File: src/rtl/tdl_enc_pkg.sv
package tdl_enc_pkg;
   localparam int DEF_TAPS     = 144;
   localparam int DEF_GROUP    = 4;
   localparam int DEF_COARSE_W = 48;
   localparam int DEF_FINE_W   = 8;
   localparam int DEF_DEPTH    = 4;

   function automatic int cnt_width(input int n);
      return $clog2(n + 1);
   endfunction
endpackage

File: src/rtl/tdl_group_ones.sv
module tdl_group_ones #(
   parameter int N  = 4,
   parameter int CW = 3
) (
   input  logic [N-1:0]  bits_i,
   output logic [CW-1:0] cnt_o
);
   always_comb begin
      cnt_o = '0;
      for (int b = 0; b < N; b++)
         cnt_o = cnt_o + CW'(bits_i[b]);
   end
endmodule

File: src/rtl/tdl_ones_sum.sv
module tdl_ones_sum #(
   parameter int NGRP = 36,
   parameter int GW   = 3,
   parameter int OW   = 8
) (
   input  logic [NGRP*GW-1:0] cnts_i,
   output logic [OW-1:0]      sum_o
);
   always_comb begin
      sum_o = '0;
      for (int g = 0; g < NGRP; g++)
         sum_o = sum_o + OW'(cnts_i[g*GW +: GW]);
   end
endmodule

File: src/rtl/tdl_evt_fifo.sv
module tdl_evt_fifo #(
   parameter int W     = 57,
   parameter int DEPTH = 4
) (
   input  logic         clk,
   input  logic         rst_n,
   input  logic         push_i,
   input  logic [W-1:0] data_i,
   input  logic         pop_i,
   output logic         nempty_o,
   output logic [W-1:0] data_o,
   output logic         lost_o
);
   localparam int AW = (DEPTH > 1) ? $clog2(DEPTH) : 1;
   localparam int CW = $clog2(DEPTH + 1);

   logic [W-1:0]  mem_q [DEPTH];
   logic [AW-1:0] rd_q, wr_q;
   logic [CW-1:0] cnt_q;
   logic          full, do_pop, do_push;

   assign full     = (cnt_q == CW'(DEPTH));
   assign nempty_o = (cnt_q != '0);
   assign do_pop   = pop_i && nempty_o;
   assign do_push  = push_i && (!full || do_pop);
   assign data_o   = mem_q[rd_q];
   assign lost_o   = push_i && full && !do_pop;

   function automatic logic [AW-1:0] nxt(input logic [AW-1:0] p);
      return (p == AW'(DEPTH - 1)) ? '0 : p + 1'b1;
   endfunction

   always_ff @(posedge clk or negedge rst_n) begin
      if (!rst_n) begin
         rd_q  <= '0;
         wr_q  <= '0;
         cnt_q <= '0;
      end else begin
         if (do_push) wr_q <= nxt(wr_q);
         if (do_pop)  rd_q <= nxt(rd_q);
         case ({do_push, do_pop})
            2'b10:   cnt_q <= cnt_q + 1'b1;
            2'b01:   cnt_q <= cnt_q - 1'b1;
            default: cnt_q <= cnt_q;
         endcase
      end
   end

   always_ff @(posedge clk) begin
      if (do_push) mem_q[wr_q] <= data_i;
   end
endmodule

File: src/rtl/tdl_stamp_enc.sv
module tdl_stamp_enc
   import tdl_enc_pkg::*;
#(
   parameter int TAPS     = DEF_TAPS,
   parameter int GROUP    = DEF_GROUP,
   parameter int COARSE_W = DEF_COARSE_W,
   parameter int FINE_W   = DEF_FINE_W,
   parameter int DEPTH    = DEF_DEPTH
) (
   input  logic                       clk,
   input  logic                       rst_n,
   input  logic                       hit_i,
   input  logic [TAPS-1:0]            taps_i,
   input  logic [COARSE_W-1:0]        coarse_i,
   input  logic                       evt_ready_i,
   output logic                       evt_valid_o,
   output logic [COARSE_W+FINE_W-1:0] evt_word_o,
   output logic                       evt_bad_o,
   output logic                       drop_o
);
   localparam int NGRP   = TAPS / GROUP;
   localparam int GW     = cnt_width(GROUP);
   localparam int WORD_W = COARSE_W + FINE_W;
   localparam int ENT_W  = WORD_W + 1;

   generate
      if (TAPS % GROUP != 0) begin : g_bad_group
         $error("TAPS must be a multiple of GROUP");
      end
      if (cnt_width(TAPS) > FINE_W) begin : g_bad_fine
         $error("FINE_W too narrow for TAPS");
      end
      if (DEPTH < 1) begin : g_bad_depth
         $error("DEPTH must be at least 1");
      end
   endgenerate

   // stage 1: per-group counts
   logic [NGRP*GW-1:0] grp_cnt;
   generate
      for (genvar g = 0; g < NGRP; g++) begin : g_grp
         tdl_group_ones #(.N(GROUP), .CW(GW)) cnt_i (
            .bits_i (taps_i[g*GROUP +: GROUP]),
            .cnt_o  (grp_cnt[g*GW +: GW])
         );
      end
   endgenerate

   logic                s1_hit_q, s1_zero_q, s1_ones_q;
   logic [NGRP*GW-1:0]  s1_cnt_q;
   logic [COARSE_W-1:0] s1_coarse_q;

   always_ff @(posedge clk or negedge rst_n) begin
      if (!rst_n) begin
         s1_hit_q    <= 1'b0;
         s1_zero_q   <= 1'b0;
         s1_ones_q   <= 1'b0;
         s1_cnt_q    <= '0;
         s1_coarse_q <= '0;
      end else begin
         s1_hit_q <= hit_i;
         if (hit_i) begin
            s1_zero_q   <= ~|taps_i;
            s1_ones_q   <= &taps_i;
            s1_cnt_q    <= grp_cnt;
            s1_coarse_q <= coarse_i;
         end
      end
   end

   // stage 2: add group totals
   logic [FINE_W-1:0] fine_sum;
   tdl_ones_sum #(.NGRP(NGRP), .GW(GW), .OW(FINE_W)) sum_i (
      .cnts_i (s1_cnt_q),
      .sum_o  (fine_sum)
   );

   logic             s2_vld_q;
   logic [ENT_W-1:0] s2_ent_q;

   always_ff @(posedge clk or negedge rst_n) begin
      if (!rst_n) begin
         s2_vld_q <= 1'b0;
         s2_ent_q <= '0;
      end else begin
         s2_vld_q <= s1_hit_q;
         if (s1_hit_q)
            s2_ent_q <= {s1_zero_q | s1_ones_q, s1_coarse_q, fine_sum};
      end
   end

   // output buffer
   logic [ENT_W-1:0] head;
   logic             lost, drop_q;

   tdl_evt_fifo #(.W(ENT_W), .DEPTH(DEPTH)) fifo_i (
      .clk      (clk),
      .rst_n    (rst_n),
      .push_i   (s2_vld_q),
      .data_i   (s2_ent_q),
      .pop_i    (evt_ready_i),
      .nempty_o (evt_valid_o),
      .data_o   (head),
      .lost_o   (lost)
   );

   always_ff @(posedge clk or negedge rst_n) begin
      if (!rst_n)    drop_q <= 1'b0;
      else if (lost) drop_q <= 1'b1;
   end

   assign evt_word_o = head[WORD_W-1:0];
   assign evt_bad_o  = head[WORD_W];
   assign drop_o     = drop_q;
endmodule

File: config.mk
export PLATFORM = sky130hd
export DESIGN_NAME = tdl_stamp_enc
export DESIGN_NICKNAME = d
export VERILOG_FILES = /design/src/rtl/tdl_enc_pkg.sv /design/src/rtl/tdl_group_ones.sv /design/src/rtl/tdl_ones_sum.sv /design/src/rtl/tdl_evt_fifo.sv /design/src/rtl/tdl_stamp_enc.sv
export SDC_FILE = /design/constraint.sdc
export NUM_CORES = 1
export LEC_CHECK = 0
export BUFFER_PORTS_ARGS = -buffer_cell sky130_fd_sc_hd__buf_2
export CORE_ASPECT_RATIO = 1.25
export CORE_MARGIN = 1
export CORE_UTILIZATION = 46
export CTS_CLUSTER_DIAMETER = 80
export DETAILED_ROUTE_END_ITERATION = 8
export PLACE_DENSITY = 0.65
export SYNTH_ARGS = -nofsm -noshare
export SYNTH_HDL_FRONTEND = slang
export SYNTH_SLANG_ARGS = --single-unit
File: constraint.sdc
create_clock -name clk -period 14.65 [get_ports clk]
set_clock_uncertainty 0.1 [all_clocks]
set_input_delay 2.93 -clock clk [delete_from_list [all_inputs] [get_ports clk]]
set_output_delay 2.93 -clock clk [all_outputs]
set_load 0.02 [all_outputs]
==> results of run 1 <==
## sequential cells by signal, indices dropped and copies added, names as in the netlist
signal	flops
drop_o	1
fifo_i.cnt_q	3
fifo_i.mem_q	228
fifo_i.rd_q	2
fifo_i.wr_q	2
s1_cnt_q	108
s1_coarse_q	48
s1_hit_q	1
s1_ones_q	1
s1_zero_q	1
s2_ent_q	57
s2_vld_q	1
## Yosys cell counts, drive strengths merged (3+ instances only)
library cell / n
a21o: 5
a21oi: 4
and2: 4
buf: 31
clkbuf: 12
dfrtp: 225
edfxtp: 228
fa: 138
ha: 141
inv: 226
mux2: 171
mux4: 57
nand2: 49
nand3: 3
nand4: 35
nand4b: 3
nor2: 7
nor3: 3
nor4: 23
o21ai: 48
or2: 3
xnor2: 9
xor2: 3
## layer usage
metal,global-route usage,up-vias,part of all wire
li1,-,5588,-
met1,0.252,6335,0.40
met2,0.375,313,0.53
met3,0.0260,70,0.038
met4,0.0698,0,0.030
met5,0,-,0
## layout make-up
cell class / instances / area share
flip-flops and latches: 453 / 0.481
clock buffers: 63 / 0.0488
inverters: 226 / 0.0327
clock inverters: 18 / 0.00877
multi-input cells: 726 / 0.345
repair buffers: 265 / 0.0527
well taps: 644 / 0.0310
## worst min path at each step
stage,start,depth (start not counted),slack [ns],end
2_1_floorplan,s1_hit_q$_DFF_PN0_,0,0.25,s2_vld_q$_DFF_PN0_
3_3_place_gp,drop_o$_DFFE_PN0P_,1,0.34,drop_o$_DFFE_PN0P_
5_1_grt,drop_o$_DFFE_PN0P_,1,0.38,drop_o$_DFFE_PN0P_
3_5_place_dp,drop_o$_DFFE_PN0P_,1,0.34,drop_o$_DFFE_PN0P_
4_1_cts,drop_o$_DFFE_PN0P_,1,0.36,drop_o$_DFFE_PN0P_
6_report,drop_o$_DFFE_PN0P_,1,0.36,drop_o$_DFFE_PN0P_
## kinds of logic after synthesis
| logic type | count (synthesis) | synth area share |
|---|---|---|
| buffers and inverters | 269 | 0.0469 |
| DFF | 453 | 0.555 |
| and+or+nand+nor | 143 | 0.0345 |
| adders and majority gates | 279 | 0.201 |
| muxes | 228 | 0.143 |
| AOI/OAI and AO/OA | 64 | 0.0155 |
| xor gates and xnor gates | 12 | 0.00467 |
## worst max-delay path, delay by kind of cell (launching register included)
family / cells / cell delay, ns
and+or+nand+nor: 2 / 0.30
adders and majority gates: 12 / 5.37
buffers and inverters: 3 / 0.18
AOI/OAI and AO/OA: 3 / 0.37
DFF: 1 / 0.38
## metrics by stage
stage               std cells  hold slack, ns
finish                   2395           0.362
global placement         2314           0.338
CTS                      2395           0.358
global route             2395           0.382
floorplan                1448           0.252
detailed placement       2314           0.343
==> metrics.log, run 1 <==
[metrics] synth warn: 0
[metrics] final-stage net count: ~2200
[metrics] final total negative setup slack: 0 ns
[metrics] count of endpoints failing hold in the final timing report: 0
[metrics] post-route setup slack: ~8 ns
[metrics] Worst-path clk slew: approximately 0.070 ns
[metrics] commonest non-fill, non-tap cells in the layout: sky130_fd_sc_hd__buf_2 (252), sky130_fd_sc_hd__edfxtp_1 (228), sky130_fd_sc_hd__inv_1 (226), sky130_fd_sc_hd__dfrtp_1 (222), sky130_fd_sc_hd__mux2_2 (171)
[metrics] Max Root-Sink Buffers: 3
[metrics] Synth Net Count: 1923
[metrics] result of the run: complete, no violations
[metrics] number of gates resized after cts: 0
[metrics] Die Y-Extent: about 250 µm
[metrics] clock latency at the later pin of the worst-skew pair: 0.56 ns
[metrics] critical path cell sequence: ha_1 > fa_1 > fa_1 > fa_1 > fa_1 > fa_1 > fa_1 > fa_1 > inv_1 > fa_1 > fa_1 > inv_1 > ha_1 > inv_1 > fa_1 > nor2b_1 > o31a_1 > o21ai_0 > nand3_1 > o211ai_1
[metrics] Die Outline Area: between 40000 and 50000 µm²
[metrics] launching element type of the critical path: register
[metrics] number of violations reported at the end of detailed-routing iteration 0: between 400 and 500
[metrics] biggest cell delay along the critical path: 0.55 ns
[metrics] reg-to-reg slack, setup: a little under 8 ns
[metrics] number of nets with antenna violations after detailed routing: 0
[metrics] port bufs: ~250
[metrics] n_diodes: 0
[metrics] Routed WL per cell: ~21 µm
[metrics] Root Buffer Master: sky130_fd_sc_hd__clkbuf_16
[metrics] Register-to-Register Path Depth: 20
[metrics] leading post-synthesis cells by cell area: sky130_fd_sc_hd__edfxtp_1 (30%), sky130_fd_sc_hd__dfrtp_1 (25%), sky130_fd_sc_hd__fa_1 (12%), sky130_fd_sc_hd__mux2_2 (8.6%), sky130_fd_sc_hd__ha_1 (7.8%)
[metrics] largest net degree at the start of global routing: slightly below 100
[metrics] critical register-to-register path endpoint: s2_ent_q[7]$_DFFE_PN0P_
[metrics] HPWL after detailed placement: 36600 µm
[metrics] kind of end point of the critical path: register
[metrics] measured slew at the worst slew-check pin: 1.04 ns
[metrics] DP Worst Slack: approximately 7.8 ns
[metrics] sequential share of the synthesized area: 0.555
[metrics] share of layout cells above drive strength 1: 0.326
[metrics] Post CTS Setup Buffer Count: 0
[metrics] number of cells produced by synthesis: about 1400
[metrics] tightest slew margin relative to the limit: 0.306
[metrics] origin of the worst setup path: s1_cnt_q[0]$_DFFE_PN0P_
[metrics] first-pass iteration count of the detailed router: 4
[metrics] vias after detailed routing: 12300
[metrics] all-layer global routing usage: 0.207
[metrics] detailed-route vias per instance: 5.14
[metrics] Netlist Area Pre-Place: 22500 µm²
[metrics] clk sinks: 453
[metrics] area used by sequential logic in the layout: between 10000 and 15000 µm²
[metrics] commonest non-fill, non-tap cell in the layout: sky130_fd_sc_hd__buf_2
[metrics] worst path arrival time: 7.14 ns
[metrics] Design Area, Final: roughly 26000 µm²
[metrics] slowest cell on the critical path: sky130_fd_sc_hd__fa_1
[metrics] Worst path most repeated cell: sky130_fd_sc_hd__fa_1
[metrics] Worst R2R Start: s1_cnt_q[0]$_DFFE_PN0P_
[metrics] Area Overhead vs Synth: 15.5%
[metrics] initial cell density of the core: 0.466
[metrics] Synth Flop Type: sky130_fd_sc_hd__edfxtp_1
[metrics] Netlist cell types: slightly above 40
[metrics] antenna violations before repair: 0
[metrics] final worst-path cycle share: 0.466
[metrics] EDFF count, synth: roughly 230
[metrics] data required time of the worst path: between 10 and 15 ns
[metrics] number of global-route vias before repair: 13500
[metrics] horizontal die dimension: approximately 200 µm
[metrics] first-pass GRT wire length: 76900 µm
[metrics] worst setup path endpoint: s2_ent_q[7]$_DFFE_PN0P_
[metrics] kind of path behind the tightest hold check: register to register
[metrics] Post-Route WL: 50100 µm
[metrics] cts bufs inserted: 45
[metrics] max-capacitance violation count: 0
[metrics] post-synthesis cell type with the largest combined area: sky130_fd_sc_hd__edfxtp_1
[metrics] overflow left after global routing: 0
[metrics] number of DRC violations after detailed routing: 0
[metrics] depth of the CTS H-tree: 2
[metrics] share of the core filled with cells in the final layout: 0.538
[metrics] setup repair after global routing missed its margin: no
[metrics] boundary pin count: 255
[metrics] area fraction of the dominant cell type after synthesis: 0.304
[metrics] TritonCTS clock tree: done
[metrics] register bit total from synthesis: 453
[metrics] area of the multi-input gates: roughly 9000 µm²
[metrics] shortest clock period the worst path allows after layout: 6.82 ns
[metrics] Final Max Slew Viols: 0
[metrics] fillers: between 3000 and 4000
[metrics] setup-violating endpoint count in the final report: 0
[metrics] FFs w/ async S/R, synth: 0.497
[metrics] number of rows created at floorplan: 90
[metrics] maximum achievable frequency: between 100 and 150 MHz
[metrics] synthesized area divided by synthesized cell count: around 16 µm²
[metrics] path type of the worst setup path: register to register
[metrics] instance area at placement: around 24000 µm²
[metrics] crit-path max FO: 2
[metrics] global placement routability congestion: ~0.92
[metrics] floorplan core area: 48300 µm²
[metrics] CTS hold repair buffers: 0
Power of run 1 is not shown: default switching activity piles up to over one toggle a cycle in this logic, so the estimate is an artifact.
==> run 2: changes to the inputs <==
--- a/config.mk
+++ b/config.mk
@@ -11,7 +11,7 @@
 export CORE_UTILIZATION = 46
 export CTS_CLUSTER_DIAMETER = 80
 export DETAILED_ROUTE_END_ITERATION = 8
-export PLACE_DENSITY = 0.65
+export PLACE_DENSITY = 0.68
 export SYNTH_ARGS = -nofsm -noshare
 export SYNTH_HDL_FRONTEND = slang
 export SYNTH_SLANG_ARGS = --single-unit
==> constraint.sdc (replaced) <==
create_clock -name clk -period 5.8 [get_ports clk]
set_clock_uncertainty 0.1 [all_clocks]
set_input_delay 1.16 -clock clk [delete_from_list [all_inputs] [get_ports clk]]
set_output_delay 1.16 -clock clk [all_outputs]
set_load 0.02 [all_outputs]
==> run 2 against run 1 <==
Effect of this change:
- the run now ends with negative setup slack left
- non-clock buffer count up 32
- setup slack worse by 8.4 ns
- wire length about the same
- via count up 0.55%
- first-iteration DRC count up 27%
- clock-buffer cell count up 1
- design area up 1.1%
- sequential share of layout area down 0.52 points
- global-route usage about the same
- worst hold slack better by 0.0068 ns
- flip-flop and latch count unchanged
- die area unchanged
- critical endpoint is now s2_ent_q[6]$_DFFE_PN0P_
- highest routed layer unchanged
==> metrics.log, run 2 (same netlist as run 1, synthesis figures left out) <==
[metrics] global-route track usage on met1: 0.257 (was 0.252)
[metrics] Area Overhead vs Synth: 16.7% (was 15.5%)
[metrics] clock latency at the later pin of the worst-skew pair: 0.55 ns (was 0.56 ns)
[metrics] number of nets with antenna violations after detailed routing: 0 (unchanged)
[metrics] slowest cell on the critical path: sky130_fd_sc_hd__fa_1 (unchanged)
[metrics] global placement routability congestion: 0.969 (was 0.916)
[metrics] number of rows created at floorplan: 90 (unchanged)
[metrics] post-route setup slack: -0.572 ns (was 7.83 ns)
[metrics] launching element type of the critical path: register (unchanged)
[metrics] cts bufs inserted: 45 (unchanged)
[metrics] tightest slew margin relative to the limit: 0.428 (was 0.306)
[metrics] floorplan core area: 48300 µm² (unchanged)
[metrics] Final Non-Filler Cells: 2428 (was 2395)
[metrics] Largest regs: fifo_i.mem_q (228), s1_cnt_q (108), s2_ent_q (57) (unchanged)
[metrics] global routing usage on met2: 0.366 (was 0.375)
[metrics] fillers: 3933 (was 3997)
[metrics] Worst path most repeated cell: sky130_fd_sc_hd__fa_1 (unchanged)
[metrics] worst path arrival time: 6.70 ns (was 7.14 ns)
[metrics] commonest non-fill, non-tap cell in the layout: sky130_fd_sc_hd__buf_2 (unchanged)
[metrics] final worst-path cycle share: 1.10 (was 0.466)
[metrics] largest net degree at the start of global routing: 134 (was 99)
[metrics] horizontal die dimension: 200 µm (unchanged)
[metrics] depth of the CTS H-tree: 2 (unchanged)
[metrics] Die Outline Area: 49800 µm² (unchanged)
[metrics] critical path cell sequence: ha_2 > fa_2 > fa_1 > fa_1 > fa_1 > fa_1 > fa_1 > fa_1 > inv_2 > fa_1 > fa_1 > inv_2 > ha_4 > buf_4 > buf_6 > a21oi_4 > o21ai_1 > a21oi_1 > xnor2_1 > mux2_4 (was ha_1 > fa_1 > fa_1 > fa_1 > fa_1 > fa_1 > fa_1 > fa_1 > inv_1 > fa_1 > fa_1 > inv_1 > ha_1 > inv_1 > fa_1 > nor2b_1 > o31a_1 > o21ai_0 > nand3_1 > o211ai_1)
[metrics] n_diodes: 0 (unchanged)
[metrics] crit-path max FO: 2 (unchanged)
[metrics] CTS hold repair buffers: 0 (unchanged)
[metrics] result of the run: finished, violations left (was complete, no violations)
[metrics] data required time of the worst path: 6.13 ns (was 14.97 ns)
[metrics] met3 usage: 0.0310 (was 0.0260)
[metrics] number of global-route vias before repair: 13300 (was 13500)
[metrics] share of the core filled with cells in the final layout: 0.544 (was 0.538)
[metrics] Worst-path clk slew: 0.06 ns (was 0.07 ns)
[metrics] overflow left after global routing: 0 (unchanged)
[metrics] number of violations reported at the end of detailed-routing iteration 0: 612 (was 481)
[metrics] count of endpoints failing hold in the final timing report: 0 (unchanged)
[metrics] Post-Route WL: 50100 µm (about the same)
[metrics] kind of end point of the critical path: register (unchanged)
[metrics] violated checks: negative setup slack
[metrics] setup repair after global routing missed its margin: yes (was no)
[metrics] measured slew at the worst slew-check pin: 0.858 ns (was 1.04 ns)
[metrics] clk sinks: 453 (unchanged)
[metrics] number of DRC violations after detailed routing: 0 (unchanged)
[metrics] commonest non-fill, non-tap cells in the layout: sky130_fd_sc_hd__buf_2 (252), sky130_fd_sc_hd__edfxtp_1 (228), sky130_fd_sc_hd__inv_1 (222), sky130_fd_sc_hd__dfrtp_1 (222), sky130_fd_sc_hd__mux2_2 (169) (was sky130_fd_sc_hd__buf_2 (252), sky130_fd_sc_hd__edfxtp_1 (228), sky130_fd_sc_hd__inv_1 (226), sky130_fd_sc_hd__dfrtp_1 (222), sky130_fd_sc_hd__mux2_2 (171))
[metrics] layer carrying the most global-route usage: met2 (unchanged)
[metrics] path type of the worst setup path: register to register (unchanged)
[metrics] first-pass iteration count of the detailed router: 5 (was 4)
[metrics] Routed WL per cell: 20.6 µm (was 20.9 µm)
[metrics] total placed cells including tap cells: 2345 (was 2314)
[metrics] largest register by flop count: fifo_i.mem_q (unchanged)
[metrics] shortest clock period the worst path allows after layout: 6.37 ns (was 6.82 ns)
[metrics] final-stage net count: 2224 (was 2192)
[metrics] kind of path behind the tightest hold check: register to register (unchanged)
[metrics] biggest cell delay along the critical path: 0.54 ns (was 0.55 ns)
[metrics] Final Max Slew Viols: 0 (unchanged)
[metrics] initial cell density of the core: 0.466 (unchanged)
[metrics] port bufs: 254 (unchanged)
[metrics] max-capacitance violation count: 0 (unchanged)
[metrics] TritonCTS clock tree: done (unchanged)
[metrics] all-layer global routing usage: 0.207 (about the same)
[metrics] number of flip-flops in the largest register: 228 (unchanged)
[metrics] Die Y-Extent: 249 µm (unchanged)
[metrics] Root Buffer Master: sky130_fd_sc_hd__clkbuf_16 (unchanged)
[metrics] boundary pin count: 255 (unchanged)
[metrics] detailed-route vias per instance: 5.10 (was 5.14)
[metrics] share of layout cells above drive strength 1: 0.344 (was 0.326)
[metrics] first-pass GRT wire length: 76700 µm (was 76900 µm)
[metrics] antenna violations before repair: 0 (unchanged)
[metrics] setup-violating endpoint count in the final report: 6 (was 0)
[metrics] Max Root-Sink Buffers: 3 (unchanged)
[metrics] DP Worst Slack: -0.694 ns (was 7.81 ns)
[metrics] HPWL after detailed placement: 37000 µm (was 36600 µm)
[metrics] maximum achievable frequency: 157 MHz (was 147 MHz)
[metrics] vias after detailed routing: 12400 (was 12300)
run 2: area by class of cell:
type                       instances  area (µm²)  share of cell area
clock buffer                      64        1220              0.0464
clock inverter                    18         204             0.00777
inverter                         226         848              0.0323
multi-input combinational        726        9070               0.345
sequential                       453       12500               0.475
tap                              644         806              0.0307
timing repair buffer             297        1630              0.0621
run 2: worst max-delay path, delay by kind of cell (launching register included):
kind | cells | cell delay (ns)
fa+ha+maj | 11 | 4.74
compound gates | 3 | 0.39
flops | 1 | 0.38
buf+inv | 4 | 0.33
mux | 1 | 0.25
xor+xnor | 1 | 0.09
run 2: per-layer routing:
layer	up-vias	wire, µm
met2	317	26000
met1	6342	20300
met4	0	1570
li1	5644	-
met3	71	2140
met5	-	0
run 2: worst paths after layout:
check	slack (ns)	from	to	cells past startpoint
min in group asynchronous	0.50	rst_n	s1_coarse_q[32]$_DFFE_PN0P_	1
hold / removal	0.37	s2_vld_q$_DFF_PN0_	drop_o$_DFFE_PN0P_	1
hold reg to reg	0.37	s2_vld_q$_DFF_PN0_	drop_o$_DFFE_PN0P_	1
setup reg to reg	-0.57	s1_cnt_q[3]$_DFFE_PN0P_	s2_ent_q[6]$_DFFE_PN0P_	20
max in group asynchronous	3.84	rst_n	s1_cnt_q[86]$_DFFE_PN0P_	2
setup / recovery	-0.57	s1_cnt_q[3]$_DFFE_PN0P_	s2_ent_q[6]$_DFFE_PN0P_	20
run 2: metrics by stage:
stage	TNS, ns	area, µm²	hold slack, ns
global route	-4.16	26300	0.394
finish	-2.84	26300	0.369
global placement	-3.07	24800	0.348
floorplan	-2.16	22500	0.252
CTS	-2.95	26200	0.374
detailed placement	-3.35	24800	0.361
run 2: timing repair:
item	in CTS	in global routing
setup endpoints to repair	7	7
buffers inserted	0	1
pin swaps	15	12
resized for setup	3	13
Power of run 2 is left out for the same reason.
==> run 3: changes to the inputs <==
--- a/config.mk
+++ b/config.mk
@@ -8,10 +8,11 @@
 export BUFFER_PORTS_ARGS = -buffer_cell sky130_fd_sc_hd__buf_2
 export CORE_ASPECT_RATIO = 1.25
 export CORE_MARGIN = 1
-export CORE_UTILIZATION = 46
+export CORE_UTILIZATION = 53
 export CTS_CLUSTER_DIAMETER = 80
 export DETAILED_ROUTE_END_ITERATION = 8
-export PLACE_DENSITY = 0.68
+export GPL_ROUTABILITY_DRIVEN = 0
+export PLACE_DENSITY = 0.76
 export SYNTH_ARGS = -nofsm -noshare
 export SYNTH_HDL_FRONTEND = slang
 export SYNTH_SLANG_ARGS = --single-unit
==> run 3 against run 2 <==
Effect of this change:
- the run still ends with negative setup slack left
- register-to-register slack got worse by 0.08 ns
- maximum frequency is 1.3% lower
- sequential share of layout area up 0.12 points
- wire length fell by 3.4%
- setup slack got worse by 0.084 ns
- first-iteration DRC count decreased by 4.7%
- via count increased by 2.0%
- critical path depth is the same
- non-clock buffer count is 10 lower
- design area down 0.26%
- critical path type unchanged
- critical endpoint is now s2_ent_q[7]$_DFFE_PN0P_
- largest cell class unchanged
==> metrics.log, run 3 (same netlist as run 1, synthesis figures left out) <==
[metrics] crit-path max FO: 2 (unchanged)
[metrics] Die Y-Extent: 232 µm (was 249 µm)
[metrics] worst hold path stage count: 1 (unchanged)
[metrics] slowest cell on the critical path: sky130_fd_sc_hd__fa_1 (unchanged)
[metrics] n_diodes: 0 (unchanged)
[metrics] kind of end point of the critical path: register (unchanged)
[metrics] critical path cell sequence: ha_2 > fa_2 > fa_1 > fa_1 > fa_1 > fa_1 > fa_1 > fa_1 > inv_1 > fa_1 > fa_1 > inv_2 > ha_4 > inv_2 > fa_2 > nor2b_2 > o31a_1 > o21ai_2 > nand3_1 > o211ai_1 (was ha_2 > fa_2 > fa_1 > fa_1 > fa_1 > fa_1 > fa_1 > fa_1 > inv_2 > fa_1 > fa_1 > inv_2 > ha_4 > buf_4 > buf_6 > a21oi_4 > o21ai_1 > a21oi_1 > xnor2_1 > mux2_4)
[metrics] final-stage net count: 2213 (was 2224)
[metrics] commonest non-fill, non-tap cells in the layout: sky130_fd_sc_hd__buf_2 (252), sky130_fd_sc_hd__edfxtp_1 (228), sky130_fd_sc_hd__inv_1 (224), sky130_fd_sc_hd__dfrtp_1 (222), sky130_fd_sc_hd__mux2_2 (169) (was sky130_fd_sc_hd__buf_2 (252), sky130_fd_sc_hd__edfxtp_1 (228), sky130_fd_sc_hd__inv_1 (222), sky130_fd_sc_hd__dfrtp_1 (222), sky130_fd_sc_hd__mux2_2 (169))
[metrics] setup repair after global routing missed its margin: yes (unchanged)
[metrics] family of cells with the greatest summed delay on the critical path: adder cells (unchanged)
[metrics] shortest clock period the worst path allows after layout: 6.46 ns (was 6.37 ns)
[metrics] TritonCTS clock tree: done (unchanged)
[metrics] worst path arrival time: 6.79 ns (was 6.70 ns)
[metrics] tightest slew margin relative to the limit: 0.355 (was 0.428)
[metrics] CTS hold repair buffers: 0 (unchanged)
[metrics] Register-to-Register Path Depth: 20 (unchanged)
[metrics] result of the run: finished, violations left (unchanged)
[metrics] global-route track usage on met1: 0.286 (was 0.257)
[metrics] first-pass iteration count of the detailed router: 4 (was 5)
[metrics] Worst path most repeated cell: sky130_fd_sc_hd__fa_1 (unchanged)
[metrics] number of DRC violations after detailed routing: 0 (unchanged)
[metrics] all-layer global routing usage: 0.234 (was 0.207)
[metrics] port bufs: 254 (unchanged)
[metrics] share of layout cells above drive strength 1: 0.344 (about the same)
[metrics] kind of path behind the tightest hold check: register to register (unchanged)
[metrics] Routed WL per cell: 20.8 µm (was 20.6 µm)
[metrics] count of endpoints failing hold in the final timing report: 0 (unchanged)
[metrics] setup-violating endpoint count in the final report: 6 (unchanged)
[metrics] violated checks: negative setup slack (unchanged)
[metrics] Worst-path clk slew: 0.06 ns (about the same)
[metrics] data required time of the worst path: 6.13 ns (about the same)
[metrics] initial cell density of the core: 0.537 (was 0.466)
[metrics] clk sinks: 453 (unchanged)
[metrics] launching element type of the critical path: register (unchanged)
[metrics] antenna violations before repair: 0 (unchanged)
[metrics] global routing usage on met2: 0.421 (was 0.366)
[metrics] Largest regs: fifo_i.mem_q (228), s1_cnt_q (108), s2_ent_q (57) (unchanged)
[metrics] Area Overhead vs Synth: 16.4% (was 16.7%)
[metrics] final worst-path cycle share: 1.11 (was 1.10)
[metrics] number of global-route vias before repair: 13600 (was 13300)
[metrics] number of flip-flops in the largest register: 228 (unchanged)
[metrics] Bufs and invs on worst path: 3 (was 4)
[metrics] Root Buffer Master: sky130_fd_sc_hd__clkbuf_16 (unchanged)
[metrics] Post-Route WL: 48400 µm (was 50100 µm)
[metrics] commonest non-fill, non-tap cell in the layout: sky130_fd_sc_hd__buf_2 (unchanged)
[metrics] post-route setup slack: -0.656 ns (was -0.572 ns)
[metrics] vias after detailed routing: 12600 (was 12400)
[metrics] path type of the worst setup path: register to register (unchanged)
[metrics] clock latency at the later pin of the worst-skew pair: 0.55 ns (about the same)
[metrics] number of nets with antenna violations after detailed routing: 0 (unchanged)
[metrics] max-capacitance violation count: 0 (unchanged)
[metrics] number of rows created at floorplan: 84 (was 90)
[metrics] cell depth of the worst setup path: 20 (unchanged)
[metrics] biggest cell delay along the critical path: 0.58 ns (was 0.54 ns)
[metrics] fillers: 3024 (was 3933)
[metrics] measured slew at the worst slew-check pin: 0.967 ns (was 0.858 ns)
[metrics] Max Root-Sink Buffers: 3 (unchanged)
[metrics] layer carrying the most global-route usage: met2 (unchanged)
[metrics] startpoint of the lowest-slack hold path: drop_o$_DFFE_PN0P_ (was s2_vld_q$_DFF_PN0_)
[metrics] HPWL after detailed placement: 35100 µm (was 37000 µm)
[metrics] Die Outline Area: 43300 µm² (was 49800 µm²)
[metrics] share of the core filled with cells in the final layout: 0.625 (was 0.544)
[metrics] floorplan core area: 41900 µm² (was 48300 µm²)
[metrics] boundary pin count: 255 (unchanged)
[metrics] largest register by flop count: fifo_i.mem_q (unchanged)
[metrics] Final Max Slew Viols: 0 (unchanged)
[metrics] origin of the worst setup path: s1_cnt_q[3]$_DFFE_PN0P_ (unchanged)
[metrics] maximum achievable frequency: 155 MHz (was 157 MHz)
[metrics] detailed-route vias per instance: 5.41 (was 5.10)
[metrics] met3 usage: 0.0301 (was 0.0310)
[metrics] first-pass GRT wire length: 75100 µm (was 76700 µm)
[metrics] horizontal die dimension: 186 µm (was 200 µm)
[metrics] number of violations reported at the end of detailed-routing iteration 0: 583 (was 612)
[metrics] largest net degree at the start of global routing: 109 (was 134)
[metrics] Worst R2R Start: s1_cnt_q[3]$_DFFE_PN0P_ (unchanged)
[metrics] overflow left after global routing: 0 (unchanged)
[metrics] depth of the CTS H-tree: 2 (unchanged)
[metrics] cts bufs inserted: 44 (was 45)
[metrics] final total negative setup slack: -3.22 ns (was -2.84 ns)
-- run 3: cell types whose count changed in the layout (fill, tap and decap cells not counted), sizes merged --
cell / change
bufinv: +3
clkinvlp: -2
clkbuf: -3
buf: -10
-- run 3: routing by layer --
layer,wire length [µm],up-vias
li1,-,5637
met2,25600,396
met1,18700,6488
met4,1770,0
met3,2380,96
met5,0,-
-- run 3: final cells by class --
class | instances | area [µm²] | share of cell area
well taps | 559 | 699 | 0.0267
flip-flops and latches | 453 | 12500 | 0.477
repair buffers | 287 | 1560 | 0.0595
clock inverters | 19 | 254 | 0.00970
multi-input cells | 726 | 9060 | 0.346
clock buffers | 61 | 1290 | 0.0492
inverters | 226 | 848 | 0.0324
-- run 3: worst paths after layout --
| check | end | slack [ns] |
|---|---|---|
| worst max-delay path | s2_ent_q[7]$_DFFE_PN0P_ | -0.66 |
| worst min-delay path | drop_o$_DFFE_PN0P_ | 0.35 |
| worst max register to register | s2_ent_q[7]$_DFFE_PN0P_ | -0.66 |
| worst min register to register | drop_o$_DFFE_PN0P_ | 0.35 |
| max in group asynchronous | fifo_i.rd_q[0]$_DFFE_PN0P_ | 3.81 |
| min in group asynchronous | s1_cnt_q[64]$_DFFE_PN0P_ | 0.53 |
-- run 3: what timing repair did --
item | CTS | global route
gates resized for setup | 13 | 3
setup buffers | 1 | 2
cloned | 0 | 0
pin swaps | 14 | 7
setup endpoints to repair | 7 | 7
-- run 3: worst reg2reg max path, cell delays in order, from the launching register on --
cell                       delay (ns)
sky130_fd_sc_hd__dfrtp_1         0.39
sky130_fd_sc_hd__ha_2            0.21
sky130_fd_sc_hd__fa_2            0.53
sky130_fd_sc_hd__fa_1            0.43
sky130_fd_sc_hd__fa_1            0.47
sky130_fd_sc_hd__fa_1            0.58
sky130_fd_sc_hd__fa_1            0.45
sky130_fd_sc_hd__fa_1            0.47
sky130_fd_sc_hd__fa_1            0.51
sky130_fd_sc_hd__inv_1           0.05
sky130_fd_sc_hd__fa_1            0.51
sky130_fd_sc_hd__fa_1            0.42
sky130_fd_sc_hd__inv_2           0.08
sky130_fd_sc_hd__ha_4            0.14
sky130_fd_sc_hd__inv_2           0.04
sky130_fd_sc_hd__fa_2            0.35
sky130_fd_sc_hd__nor2b_2         0.15
sky130_fd_sc_hd__o31a_1          0.20
sky130_fd_sc_hd__o21ai_2         0.08
sky130_fd_sc_hd__nand3_1         0.09
sky130_fd_sc_hd__o211ai_1        0.09
-- run 3: through the flow --
stage          hold slack, ns  cells  cell area [µm²]  worst slack (ns)
2_1_floorplan           0.252   1448            22500            -0.481
3_3_place_gp            0.333   2249            24600            -0.645
3_5_place_dp            0.344   2249            24600            -0.803
4_1_cts                 0.358   2330            26200            -0.681
5_1_grt                 0.398   2331            26200            -0.814
6_report                0.352   2331            26200            -0.656
Power of run 3 is left out for the same reason.
